[src/rtl/cfgld_pkg.sv]
`timescale 1ns/1ps
package cfgld_pkg;

  localparam int            OP_W      = 3;
  localparam logic [OP_W-1:0] ROM_RD_OP = 3'b110;

  typedef enum logic [1:0] {SQ_PICK, SQ_ROM, SQ_DEF, SQ_FIN} seq_st_e;
  typedef enum logic [1:0] {SR_IDLE, SR_SHIFT, SR_GAP}       ser_st_e;

  // Built-in configuration image used when the EEPROM is not selected.
  function automatic logic [7:0] dflt_byte(input int idx);
    case (idx)
      0:       return 8'h10;
      1:       return 8'h97;
      2:       return 8'h05;
      3:       return 8'h98;
      8:       return 8'h01;
      9:       return 8'h02;
      10:      return 8'h01;
      11:      return 8'h07;
      61:      return 8'h01;
      default: return 8'h00;
    endcase
  endfunction

endpackage

[src/rtl/cfgld_tick.sv]
`timescale 1ns/1ps
module cfgld_tick #(
  parameter int HALF_DIV = 4
) (
  input  logic clk,
  input  logic rst_n,
  input  logic run,
  output logic tick
);
  localparam int CW = (HALF_DIV > 1) ? $clog2(HALF_DIV) : 1;
  localparam logic [CW-1:0] CMAX = CW'(HALF_DIV - 1);

  logic [CW-1:0] cnt;

  assign tick = run && (cnt == CMAX);

  always_ff @(posedge clk or negedge rst_n) begin
    if (!rst_n)             cnt <= '0;
    else if (!run || tick)  cnt <= '0;
    else                    cnt <= cnt + 1'b1;
  end
endmodule

[src/rtl/cfgld_serial.sv]
`timescale 1ns/1ps
module cfgld_serial import cfgld_pkg::*; #(
  parameter int AW       = 6,
  parameter int HALF_DIV = 4
) (
  input  logic          clk,
  input  logic          rst_n,
  input  logic          start,
  input  logic [AW-1:0] addr,
  output logic          byte_vld,
  output logic [7:0]    byte_q,
  output logic          rom_sel,
  output logic          rom_clk,
  output logic          rom_sdo,
  input  logic          rom_sdi
);
  localparam int TXB = OP_W + AW;
  localparam int TOT = TXB + 8;
  localparam int RCW = $clog2(TOT + 1);
  localparam logic [RCW-1:0] TXB_C = RCW'(TXB);
  localparam logic [RCW-1:0] TOT_C = RCW'(TOT);

  ser_st_e        st;
  logic [TXB-1:0] cmd_q;
  logic [RCW-1:0] rise_cnt;
  logic [7:0]     shreg;
  logic           tick;

  cfgld_tick #(.HALF_DIV(HALF_DIV)) u_tick (
    .clk  (clk),
    .rst_n(rst_n),
    .run  (st != SR_IDLE),
    .tick (tick)
  );

  always_ff @(posedge clk or negedge rst_n) begin
    if (!rst_n) begin
      st       <= SR_IDLE;
      cmd_q    <= '0;
      rise_cnt <= '0;
      shreg    <= '0;
      rom_sel  <= 1'b0;
      rom_clk  <= 1'b0;
      rom_sdo  <= 1'b0;
      byte_vld <= 1'b0;
    end else begin
      byte_vld <= 1'b0;
      unique case (st)
        SR_IDLE: if (start) begin
          cmd_q    <= {ROM_RD_OP, addr};
          rom_sdo  <= ROM_RD_OP[OP_W-1];
          rom_sel  <= 1'b1;
          rom_clk  <= 1'b0;
          rise_cnt <= '0;
          st       <= SR_SHIFT;
        end
        SR_SHIFT: if (tick) begin
          if (!rom_clk) begin
            rom_clk <= 1'b1;
            if (rise_cnt >= TXB_C) shreg <= {shreg[6:0], rom_sdi};
            rise_cnt <= rise_cnt + 1'b1;
          end else begin
            rom_clk <= 1'b0;
            if (rise_cnt == TOT_C) begin
              rom_sel <= 1'b0;
              rom_sdo <= 1'b0;
              st      <= SR_GAP;
            end else begin
              rom_sdo <= cmd_q[TXB-2];
              cmd_q   <= {cmd_q[TXB-2:0], 1'b0};
            end
          end
        end
        SR_GAP: if (tick) begin
          byte_vld <= 1'b1;
          st       <= SR_IDLE;
        end
        default: st <= SR_IDLE;
      endcase
    end
  end

  assign byte_q = shreg;

  // serial clock is parked low while deselected
  p_clk_parked_r2: assert property (@(posedge clk) disable iff (!rst_n)
    !rom_sel |-> !rom_clk);
  // outgoing bit never moves on a rising serial clock edge
  p_sdo_steady_r2: assert property (@(posedge clk) disable iff (!rst_n)
    $rose(rom_clk) |-> $stable(rom_sdo));
  // select stays low at least two cycles after dropping
  p_sel_gap_r3: assert property (@(posedge clk) disable iff (!rst_n)
    $fell(rom_sel) |=> !rom_sel);
endmodule

[src/rtl/cfgld_bank.sv]
`timescale 1ns/1ps
module cfgld_bank #(
  parameter int NBYTES = 64
) (
  input  logic                         clk,
  input  logic                         rst_n,
  input  logic                         wr_en,
  input  logic [$clog2(NBYTES)-1:0]    wr_idx,
  input  logic [7:0]                   wr_byte,
  input  logic [$clog2(NBYTES/4)-1:0]  rd_word,
  output logic [31:0]                  rd_data
);
  logic [7:0] mem [NBYTES];

  always_ff @(posedge clk or negedge rst_n) begin
    if (!rst_n) begin
      for (int i = 0; i < NBYTES; i++) mem[i] <= 8'h00;
    end else if (wr_en) begin
      mem[wr_idx] <= wr_byte;
    end
  end

  for (genvar k = 0; k < 4; k++) begin : g_lane
    assign rd_data[8*k +: 8] = mem[{rd_word, 2'(k)}];
  end
endmodule

[src/rtl/cfgld_loader.sv]
`timescale 1ns/1ps
module cfgld_loader import cfgld_pkg::*; #(
  parameter int NBYTES   = 64,
  parameter int HALF_DIV = 4,
  parameter int ROM_AW   = $clog2(NBYTES)
) (
  input  logic                        clk,
  input  logic                        rst_n,
  input  logic                        src_rom,
  output logic                        rom_sel,
  output logic                        rom_clk,
  output logic                        rom_sdo,
  input  logic                        rom_sdi,
  input  logic [$clog2(NBYTES/4)-1:0] cfg_word,
  output logic [31:0]                 cfg_data,
  output logic                        load_done
);
  localparam int IW = $clog2(NBYTES);
  localparam logic [IW-1:0] LAST = IW'(NBYTES - 1);

  seq_st_e       st;
  logic [IW-1:0] idx;
  logic          start_q;
  logic          ser_vld;
  logic [7:0]    ser_byte;
  logic          wr_en;
  logic [7:0]    wr_byte;

  always_ff @(posedge clk or negedge rst_n) begin
    if (!rst_n) begin
      st      <= SQ_PICK;
      idx     <= '0;
      start_q <= 1'b0;
    end else begin
      start_q <= 1'b0;
      unique case (st)
        SQ_PICK: begin
          if (src_rom) begin
            st      <= SQ_ROM;
            start_q <= 1'b1;
          end else begin
            st <= SQ_DEF;
          end
        end
        SQ_ROM: if (ser_vld) begin
          if (idx == LAST) st <= SQ_FIN;
          else begin
            idx     <= idx + 1'b1;
            start_q <= 1'b1;
          end
        end
        SQ_DEF: begin
          if (idx == LAST) st <= SQ_FIN;
          else             idx <= idx + 1'b1;
        end
        default: ;
      endcase
    end
  end

  always_comb begin
    wr_en   = ((st == SQ_ROM) && ser_vld) || (st == SQ_DEF);
    wr_byte = (st == SQ_DEF) ? dflt_byte(int'(idx)) : ser_byte;
  end

  assign load_done = (st == SQ_FIN);

  cfgld_serial #(.AW(ROM_AW), .HALF_DIV(HALF_DIV)) u_ser (
    .clk     (clk),
    .rst_n   (rst_n),
    .start   (start_q),
    .addr    (ROM_AW'(idx)),
    .byte_vld(ser_vld),
    .byte_q  (ser_byte),
    .rom_sel (rom_sel),
    .rom_clk (rom_clk),
    .rom_sdo (rom_sdo),
    .rom_sdi (rom_sdi)
  );

  cfgld_bank #(.NBYTES(NBYTES)) u_bank (
    .clk    (clk),
    .rst_n  (rst_n),
    .wr_en  (wr_en),
    .wr_idx (idx),
    .wr_byte(wr_byte),
    .rd_word(cfg_word),
    .rd_data(cfg_data)
  );

  // done is sticky and the EEPROM link is quiet afterwards
  p_done_sticky_r7: assert property (@(posedge clk) disable iff (!rst_n)
    load_done |=> load_done);
  p_done_quiet_r7: assert property (@(posedge clk) disable iff (!rst_n)
    load_done |-> !rom_sel);
  // default source never touches the EEPROM pins
  p_def_no_rom_r5: assert property (@(posedge clk) disable iff (!rst_n)
    (st == SQ_DEF) |-> (!rom_sel && !rom_clk));
  // done follows the write of the highest byte
  p_last_write_r1: assert property (@(posedge clk) disable iff (!rst_n)
    $rose(load_done) |-> ($past(wr_en) && ($past(idx) == LAST)));
endmodule

[config.mk]
export PLATFORM = sky130hd
export DESIGN_NAME = cfgld_loader
export DESIGN_NICKNAME = d
export VERILOG_FILES = /design/src/rtl/cfgld_pkg.sv /design/src/rtl/cfgld_tick.sv /design/src/rtl/cfgld_serial.sv /design/src/rtl/cfgld_bank.sv /design/src/rtl/cfgld_loader.sv
export SDC_FILE = /design/constraint.sdc
export NUM_CORES = 1
export LEC_CHECK = 0
export ABC_AREA = 0
export ABC_CLOCK_PERIOD_IN_PS = 4500
export BUFFER_PORTS_ARGS = -buffer_cell sky130_fd_sc_hd__buf_2
export CORE_MARGIN = 5
export CORE_UTILIZATION = 41
export CTS_CLUSTER_SIZE = 12
export DETAILED_ROUTE_END_ITERATION = 12
export PLACE_DENSITY_LB_ADDON = 0.15
export SLEW_MARGIN = 20
export SYNTH_ARGS = -nofsm -noshare
export SYNTH_HDL_FRONTEND = slang
export SYNTH_SLANG_ARGS = --single-unit
[constraint.sdc]
create_clock -name clk -period 4.5 [get_ports clk]
set_clock_uncertainty 0.15 [all_clocks]
set_input_delay 0.9 -clock clk [delete_from_list [all_inputs] [get_ports clk]]
set_output_delay 0.9 -clock clk [all_outputs]
set_load 0.005 [all_outputs]
==> results.cfg <==
[status]
outcome = finished, final reports clean

[synth]
yosys.area.top_type = dfrtp_1
async_flop_share_pct = 100
yosys_register_bits = 550
syn_avg_cell_area_sq_um = 11.6
yosysMostFrequentCell = dfrtp_1
synth_cell_type_count = 55
synth_edf_count = 0
ys_seq_area_share_pct = 55.5
netlist_area_sq_um = 24800
synth_top_area_share_pct = 55.5
synthCells = 2147
synth_common_cells = dfrtp_1 (550), nor2_1 (241), nand2_1 (229)
syn_nets = 2166
yosys_most_used_dff = dfrtp_1
yosys_warnings = 0
synth.area.top_cells = dfrtp_1 (55%), mux4_2 (12%), mux2_2 (4.7%)

[sta]
fin_crit_ns = 3.77
rsz0062_at_grt = false
finalCritPeriodShare_pct = 83.7
hold_viol_final = 0
final_max_slew_viol_count = 0
slew_headroom_pct = 27.3
setup_viol = 0
max_freq_ghz = 0.265
tns_ns = 0
worst_pin_slew_ns = 1.09

[power_and_ir_drop]
p_leak_nw = 12.6
powerDensity_nw_per_um2 = 508
peakVddDrop_mv = 0.331

[clock_tree]
cts_made_buffers = 61
cts_max_level = 2
cts.sink_count = 550
clk_pin_slew_ns = 0.06
clk_latency_ns = 0.61
root_buffer = clkbuf_16
cts_resized = 0
postCtsSetupRepairBufs = 0
cts_buffer_depth = 3
tritoncts = yes
holdBufCountCts = 0

[routing]
drt_wl_total_um = 67200
wl_met1_um = 31400
viasPerCell = 5.62
wl_met3_um = 2910
dr.pass1.iters = 5
top_layer_used = met4
drtIter0Drc = 1171
vias = 16800
route.met2.wl_um = 31400
wire_per_inst_um = 22.5
antenna_left = 0
drcViolationCount = 0

[critical_path]
r2r_slack_ns = 1.28
cp.required_ns = 3.45
cp_max_fo = 26
path_class = in2out
startpoint_type = input port
critical_path_arrival_ns = 2.72
end_kind = output port

[cells_and_area]
n_antenna_cell = 0
finalInstanceArea_sq_um = 28100
fin_util_pct = 46.8
fin_nets = 2168
layout-drive-gt1-share_pct = 23.6
area_growth_pct = 13.3

[hold_path]
hp-class = in2async

[die]
die_h_um = 256
coreArea_sq_um = 60100
io_pins = 44
start_util_pct = 41.3
dieArea_sq_um = 65500
fp.dieW_um = 256
std_cell_rows = 90

[global_routing]
grt_usage_pct = 20.5
first_global_vias = 17200
grt_pass1_wl_um = 106000
antenna_found_initial = 0
overflow = 0
grt_max_degree = 122

[placement]
numPortBuffers = 43
dp_hpwl_um = 43000
gp_congestion = 0.783
post_dp_cell_area_sq_um = 26100

[flow_run]
maxCapViolations = 0
-- final cells by class --
| type | instances | area [sq um] |
|---|---|---|
| well taps | 782 | 978 |
| inverters | 23 | 86.3 |
| flip-flops and latches | 550 | 13800 |
| multi-input cells | 1379 | 10200 |
| repair buffers | 134 | 1130 |
| clock inverters | 11 | 109 |
| fillers | 5446 | 32000 |
| clock buffers | 100 | 1840 |
-- registers in the layout, indices dropped and copies added, names as in the netlist, 2 cells and up --
name	count
u_bank.mem	512
u_ser.byte_q	8
u_ser.cmd_q	8
idx	6
u_ser.rise_cnt	5
st	2
u_ser.st	2
u_ser.u_tick.cnt	2
-- worst paths after layout --
check                                              startpoint                            end  cells after the start
worst max-delay path                              cfg_word[0]                    cfg_data[6]                      7
worst min-delay path                                    rst_n             idx[2]$_DFFE_PN0P_                      1
worst max register to register              st[0]$_DFFE_PN0P_     u_bank.mem[41]$_DFFE_PN0P_                      6
worst min register to register  u_ser.u_tick.cnt[0]$_DFF_PN0_  u_ser.u_tick.cnt[0]$_DFF_PN0_                      1
max in group asynchronous                               rst_n    u_bank.mem[223]$_DFFE_PN0P_                      3
min in group clk                u_ser.u_tick.cnt[0]$_DFF_PN0_  u_ser.u_tick.cnt[0]$_DFF_PN0_                      1
-- cell usage in the layout (no fill, tap or decap), types with 21 or more instances in the layout --
cell type and n:
dfrtp_1 549, nor2_1 239, nand2_1 229, a21oi_1 224, o21ai_0 161, mux4_2 128
mux2_2 104, a22oi_1 76, buf_4 76, clkbuf_16 63, buf_2 40, nor4_2 30
o21ai_1 26, clkbuf_1 25, inv_1 21
-- worst max-delay path: stages --
cell and delay (ns):
clkbuf_8 0.27, buf_12 0.29, buf_4 0.21, mux4_2 0.50
a22oi_1 0.26, nand2_1 0.10, buf_2 0.13
-- cell families after synthesis --
family          count (synthesis)  synth area share, %
simple gates                  604                 11.8
compound gates                525                 11.8
flops                         550                 55.5
mux                           232                 16.3
buf+inv                       218                 3.73
xor+xnor                        7                0.247
fa+ha+maj                      11                0.555
-- power breakdown --
group	internal (mW)	total, mW	leakage, nW	switching (mW)
clock	2.87	4.85	0.956	1.98
combinational	1.15	3.15	4.14	2.00
sequential	5.74	6.29	7.51	0.543
total	9.77	14.3	12.6	4.52
-- routing by layer --
layer | up-vias | track usage (%)
met2 | 318 | 32.6
li1 | 7694 | -
met4 | 0 | 5.10
met1 | 8651 | 29.7
met3 | 87 | 3.39
met5 | - | 0
-- per-stage QoR --
stage / worst slack (ns) / hold WS, ns / cells / total power [mW]
6_report: 0.734 / 0.0861 / 2979 / 14.3
5_1_grt: 0.570 / 0.104 / 2979 / 15.0
4_1_cts: 0.699 / 0.284 / 2977 / 14.4
3_5_place_dp: 0.698 / 0.294 / 2866 / 9.51
3_3_place_gp: 0.731 / 0.278 / 2866 / 9.41
2_1_floorplan: 1.23 / 0.269 / 2147 / 8.42
Note: power is estimated with default switching activity, not from simulation.
